$ cat src/rtl/irqc_pkg.sv
package irqc_pkg;
    localparam int NSRC       = 16;
    localparam int FLAG_W     = 4;
    localparam int NCMD       = 6;
    localparam int ADDR_W     = 2;
    localparam int BIT_FSTART = 0;
    localparam int BIT_FEND   = 1;
    localparam int TX_BASE    = 8;
    localparam int RX_BASE    = TX_BASE + FLAG_W;

    typedef logic [NSRC-1:0] src_vec_t;

    typedef enum logic [ADDR_W-1:0] {
        REG_ENABLE   = 2'd0,
        REG_PENDING  = 2'd1,
        REG_MODE     = 2'd2,
        REG_POLARITY = 2'd3
    } reg_sel_e;

    typedef struct packed {
        src_vec_t enable;
        src_vec_t edge_mode;
        src_vec_t polarity;
    } irq_cfg_t;

    function automatic logic cmd_line_ok(int line);
        return (line >= 1) && (line <= NCMD);
    endfunction

    function automatic int cmd_line_pos(int line);
        return line + 1;
    endfunction
endpackage

$ cat src/rtl/irqc_src_map.sv
module irqc_src_map
    import irqc_pkg::*;
(
    input  logic              frame_start_i,
    input  logic              frame_end_i,
    input  logic [FLAG_W-1:0] tx_flags_i,
    input  logic [FLAG_W-1:0] rx_flags_i,
    input  logic [NCMD-1:0]   cmd_line_i,
    output src_vec_t          src_o
);
    always_comb begin
        src_o = '0;
        src_o[BIT_FSTART] = frame_start_i;
        src_o[BIT_FEND]   = frame_end_i;
        for (int ln = 1; ln <= NCMD; ln++) begin
            if (cmd_line_ok(ln))
                src_o[cmd_line_pos(ln)] = cmd_line_i[ln-1];
        end
        for (int k = 0; k < FLAG_W; k++) begin
            src_o[TX_BASE+k] = tx_flags_i[k];
            src_o[RX_BASE+k] = rx_flags_i[k];
        end
    end
endmodule

$ cat src/rtl/irqc_detect.sv
module irqc_detect
    import irqc_pkg::*;
(
    input  logic     clk,
    input  logic     rst,
    input  src_vec_t src_i,
    input  src_vec_t edge_mode,
    input  src_vec_t polarity,
    input  src_vec_t clr_mask,
    output src_vec_t pend_o
);
    src_vec_t active, prev_q, rise, pend_q;

    // active when input matches polarity
    assign active = ~(src_i ^ polarity);
    assign rise   = active & ~prev_q;

    for (genvar i = 0; i < NSRC; i++) begin : g_src
        always_ff @(posedge clk) begin
            if (rst) begin
                prev_q[i] <= 1'b0;
                pend_q[i] <= 1'b0;
            end else begin
                prev_q[i] <= active[i];
                if (edge_mode[i])
                    pend_q[i] <= rise[i] | (pend_q[i] & ~clr_mask[i]);
                else
                    pend_q[i] <= active[i];
            end
        end
    end

    assign pend_o = pend_q;

    assert_edge_hold_R4: assert property (@(posedge clk) disable iff (rst)
        1'b1 |=> (($past(pend_q & edge_mode & ~clr_mask) & ~pend_q) == '0));

    assert_level_follow_R6: assert property (@(posedge clk) disable iff (rst)
        1'b1 |=> (((pend_q ^ $past(active)) & ~$past(edge_mode)) == '0));

    assert_edge_beats_clear_R8: assert property (@(posedge clk) disable iff (rst)
        1'b1 |=> (($past(rise & edge_mode) & ~pend_q) == '0));

    assert_no_spurious_set_R5: assert property (@(posedge clk) disable iff (rst)
        1'b1 |=> ((pend_q & ~$past(pend_q) & ~$past(active)) == '0));
endmodule

$ cat src/rtl/irqc_regs.sv
module irqc_regs
    import irqc_pkg::*;
(
    input  logic              clk,
    input  logic              rst,
    input  logic              wr_en,
    input  logic [ADDR_W-1:0] wr_addr,
    input  src_vec_t          wr_data,
    input  logic [ADDR_W-1:0] rd_addr,
    input  src_vec_t          pend_i,
    output irq_cfg_t          cfg_o,
    output src_vec_t          clr_o,
    output src_vec_t          rd_data,
    output logic              irq_o
);
    irq_cfg_t cfg_q;
    reg_sel_e wsel, rsel;

    assign wsel = reg_sel_e'(wr_addr);
    assign rsel = reg_sel_e'(rd_addr);

    always_ff @(posedge clk) begin
        if (rst) begin
            cfg_q.enable    <= '0;
            cfg_q.edge_mode <= '0;
            cfg_q.polarity  <= '1;
        end else if (wr_en) begin
            case (wsel)
                REG_ENABLE:   cfg_q.enable    <= wr_data;
                REG_MODE:     cfg_q.edge_mode <= wr_data;
                REG_POLARITY: cfg_q.polarity  <= wr_data;
                default:      ;
            endcase
        end
    end

    assign clr_o = (wr_en && wsel == REG_PENDING) ? wr_data : '0;

    always_comb begin
        case (rsel)
            REG_ENABLE:   rd_data = cfg_q.enable;
            REG_PENDING:  rd_data = pend_i;
            REG_MODE:     rd_data = cfg_q.edge_mode;
            default:      rd_data = cfg_q.polarity;
        endcase
    end

    assign irq_o = |(pend_i & cfg_q.enable);
    assign cfg_o = cfg_q;

    assert_mask_off_R10: assert property (@(posedge clk) disable iff (rst)
        (wr_en && wsel == REG_ENABLE && wr_data == '0) |=> !irq_o);

    assert_irq_needs_pend_R9: assert property (@(posedge clk) disable iff (rst)
        irq_o |-> (pend_i != '0));
endmodule

$ cat src/rtl/irq_source_ctrl.sv
module irq_source_ctrl
    import irqc_pkg::*;
(
    input  logic              clk,
    input  logic              rst,
    input  logic              frame_start_i,
    input  logic              frame_end_i,
    input  logic [FLAG_W-1:0] tx_flags_i,
    input  logic [FLAG_W-1:0] rx_flags_i,
    input  logic [NCMD-1:0]   cmd_line_i,
    input  logic              wr_en,
    input  logic [ADDR_W-1:0] wr_addr,
    input  logic [NSRC-1:0]   wr_data,
    input  logic [ADDR_W-1:0] rd_addr,
    output logic [NSRC-1:0]   rd_data,
    output logic              irq_o
);
    src_vec_t src, pend, clr;
    irq_cfg_t cfg;

    irqc_src_map u_map (
        .frame_start_i(frame_start_i),
        .frame_end_i  (frame_end_i),
        .tx_flags_i   (tx_flags_i),
        .rx_flags_i   (rx_flags_i),
        .cmd_line_i   (cmd_line_i),
        .src_o        (src)
    );

    irqc_detect u_det (
        .clk      (clk),
        .rst      (rst),
        .src_i    (src),
        .edge_mode(cfg.edge_mode),
        .polarity (cfg.polarity),
        .clr_mask (clr),
        .pend_o   (pend)
    );

    irqc_regs u_regs (
        .clk    (clk),
        .rst    (rst),
        .wr_en  (wr_en),
        .wr_addr(wr_addr),
        .wr_data(wr_data),
        .rd_addr(rd_addr),
        .pend_i (pend),
        .cfg_o  (cfg),
        .clr_o  (clr),
        .rd_data(rd_data),
        .irq_o  (irq_o)
    );

    assert_reset_state_R3: assert property (@(posedge clk)
        rst |=> (pend == '0 && !irq_o));
endmodule

$ cat config.mk
export PLATFORM = sky130hd
export DESIGN_NAME = irq_source_ctrl
export DESIGN_NICKNAME = d
export VERILOG_FILES = /design/src/rtl/irqc_pkg.sv /design/src/rtl/irqc_src_map.sv /design/src/rtl/irqc_detect.sv /design/src/rtl/irqc_regs.sv /design/src/rtl/irq_source_ctrl.sv
export SDC_FILE = /design/constraint.sdc
export NUM_CORES = 1
export LEC_CHECK = 0
export BUFFER_PORTS_ARGS = -buffer_cell sky130_fd_sc_hd__buf_2
export CAP_MARGIN = 20
export CORE_MARGIN = 1
export CORE_UTILIZATION = 45
export DETAILED_ROUTE_END_ITERATION = 8
export GPL_ROUTABILITY_DRIVEN = 0
export GPL_TIMING_DRIVEN = 0
export PLACE_DENSITY = 0.7
export SLEW_MARGIN = 30
export SYNTH_ARGS = -nofsm -noshare
export SYNTH_HDL_FRONTEND = slang
export SYNTH_SLANG_ARGS = --single-unit
export TNS_END_PERCENT = 5
$ cat constraint.sdc
create_clock -name clk -period 1.9 [get_ports clk]
set_input_delay 0.285 -clock clk [delete_from_list [all_inputs] [get_ports clk]]
set_output_delay 0.285 -clock clk [all_outputs]
set_load 0.02 [all_outputs]
==> results.txt <==
status: finished, final reports clean
critical path class: register to output pin
RSZ-0062 raised after global routing: no
Syn Nets: 415
P_leak: 0.00166 uW
Post-CTS Setup Inserts: 0
Tcrit/Tclk final: 95.7%
RR Startpoint: u_regs.cfg_o[0]
nets: 478
Syn Inst Count: 376
diode count: 0
Worst-Skew Late Latency: 350 ps
Worst-path clk slew: 80 ps
setup slack after placement: 39.3 ps
Yosys reg bits: 80
synth-to-layout area growth: 17.2%
DRC Markers: 0
first-pass GRT wire length: 14.0 mm
site row count: 31
CP arrival: 1530 ps
CP Max Fanout: 3
TritonCTS clock tree: built
# setup viols final: 0
mapped cell area: 3420 um2
peak supply drop: 438 uV
Die X: 89.2 um
antenna-violating nets left: 0
layout cell share with drive strength beyond 1: 23.0%
drt total wl: 8.87 mm
initial antenna violation count: 0
synthesis warning total: 0
Yosys cell types: 23
most frequent cells in the layout: 128 x nand2_1, 80 x dfxtp_1, 62 x buf_2
routed via count: 2938
Worst Setup Slack, final: 81.9 ps
filler cell count: 707
clock buffer depth: 2
CP Buf/Inv Count: 1
GRT overflow: 0
Worst Hold Class: primary input to register
fin util: 55.0%
DP HPWL: 6.13 mm
commonest non-fill, non-tap cell in the layout: nand2_1
post-layout min period: 1820 ps
Worst slew margin: 52.3%
PortBufs: 52
final number of hold-violating endpoints: 0
Fmax achieved: 550 MHz
GR Layer Usage met1: 31.6%
CTS sink cnt: 80
CP endpoint kind: output pin
root buf cell: clkbuf_8
crit path launch: u_det.pend_o[14]
Crit path required time: 1620 ps
GRT Overall Usage: 24.3%
Slew @ Worst Pin: 715 ps
WHS: 197 ps
CTS Buf Count: 9
routed length per instance: 16.3 um
Clock Skew: 5.34 ps
placed insts: 527
Final Max Tran Viols: 0
vias per cell: 5.41
crit-path cells: a22o_1 -> a221oi_2 -> nand4_1 -> buf_2
Post-CTS Hold Fix Bufs: 0
Layout Cells excl Fill: 543
post-synthesis sequential area ratio: 46.8%
starting density of the core: 46.9%
drt pass-1 iters: 5
core area: 7290 um2
H-tree depth: 3
Mean Syn Cell Area: 9.10 um2
met3 usage: 4.06%
final setup TNS: 0 ps
critical path's slowest cell: dfxtp_1
GR Util met2: 40.1%
vias in the first global route: 2797
Startpoint Class: register
delay-heaviest family, CP: compound AO/OA/AOI/OAI gates
Max Cap Viol: 0
power per standard cell area: 876 nW/um2
Iter 0 DRT Violations: 145
IO Pins: 56
CP max stage delay: 330 ps
Hold Startpoint: wr_data[12]
Die ar.: 7950 um2
die height: 89.2 um
busiest grt layer: met2
largest net degree at the start of global routing: 14
Post-CTS Resized: 0
[cell families after synthesis]
logic type             count (synthesis)  share of synthesized area (%)
AND/OR/NAND/NOR                      168                           21.2
multiplexers                          16                           10.5
flip-flops                            80                           46.8
XOR/XNOR                              16                           4.10
AO/OA/AOI/OAI                         72                           13.8
buffers and inverters                 24                           3.62
[layer usage]
metal / routed length (um) / vias to the layer above
li1: - / 1414
met1: 3870 / 1396
met2: 4260 / 111
met3: 553 / 17
met4: 184 / 0
met5: 0 / -
[sequential cells by signal (all words and copies together) (netlist names)]
register and count:
u_det.pend_o 16, u_regs.cfg_o 48, u_det.prev_q 16
[worst paths after layout]
| check | slack [ps] | cells past startpoint | to |
|---|---|---|---|
| setup / recovery | 80 | 4 | irq_o |
| setup reg to reg | 1020 | 3 | u_det.pend_o[0] |
| hold / removal | 200 | 3 | u_regs.cfg_o[12] |
| hold reg to reg | 470 | 2 | u_det.pend_o[14] |
[layout make-up]
class	instances	area [um2]	share of cell area (%)
flip-flops and latches	80	1600	40.0
plain buffers	24	128	3.18
well taps	99	124	3.09
clock buffers	9	124	3.09
repair buffers	52	260	6.49
clock inverters	7	62.6	1.56
multi-input cells	272	1710	42.6
[synth_stat cells, drive strengths merged]
library cell / n / share of area, %
dfxtp: 80 / 47
nand3b: 17 / 3.7
clkbuf: 10 / 1.2
xor2: 16 / 4.1
a21o: 16 / 3.5
nand2: 128 / 14
a21oi: 32 / 4.7
buf: 14 / 2.5
a211oi: 16 / 3.5
a221oi: 4 / 1.0
or3b: 1 / 0.26
nor3b: 1 / 0.37
mux4: 16 / 11
a22o: 4 / 1.0
nand4: 1 / 0.18
and3: 1 / 0.18
nand3: 1 / 0.15
and3b: 2 / 0.51
nor2: 16 / 1.8
[worst reg2reg max path: stages, from the launching register on]
cell	delay, ps
dfxtp_1	390
xor2_1	160
nor2_1	70
a21o_1	160
[stage by stage]
stage | power (uW) | area, um2
detailed placement | 2330 | 3800
global route | 3640 | 4010
CTS | 3520 | 3990
finish | 3510 | 4010
floorplan | 2150 | 3420
global placement | 2320 | 3800
[report_power, final]
part           total, uW  internal [uW]  switching, uW
registers           1840           1770           69.1
clock network       1210            595            615
logic                457            196            261
Note: power is estimated with default switching activity, not from simulation.
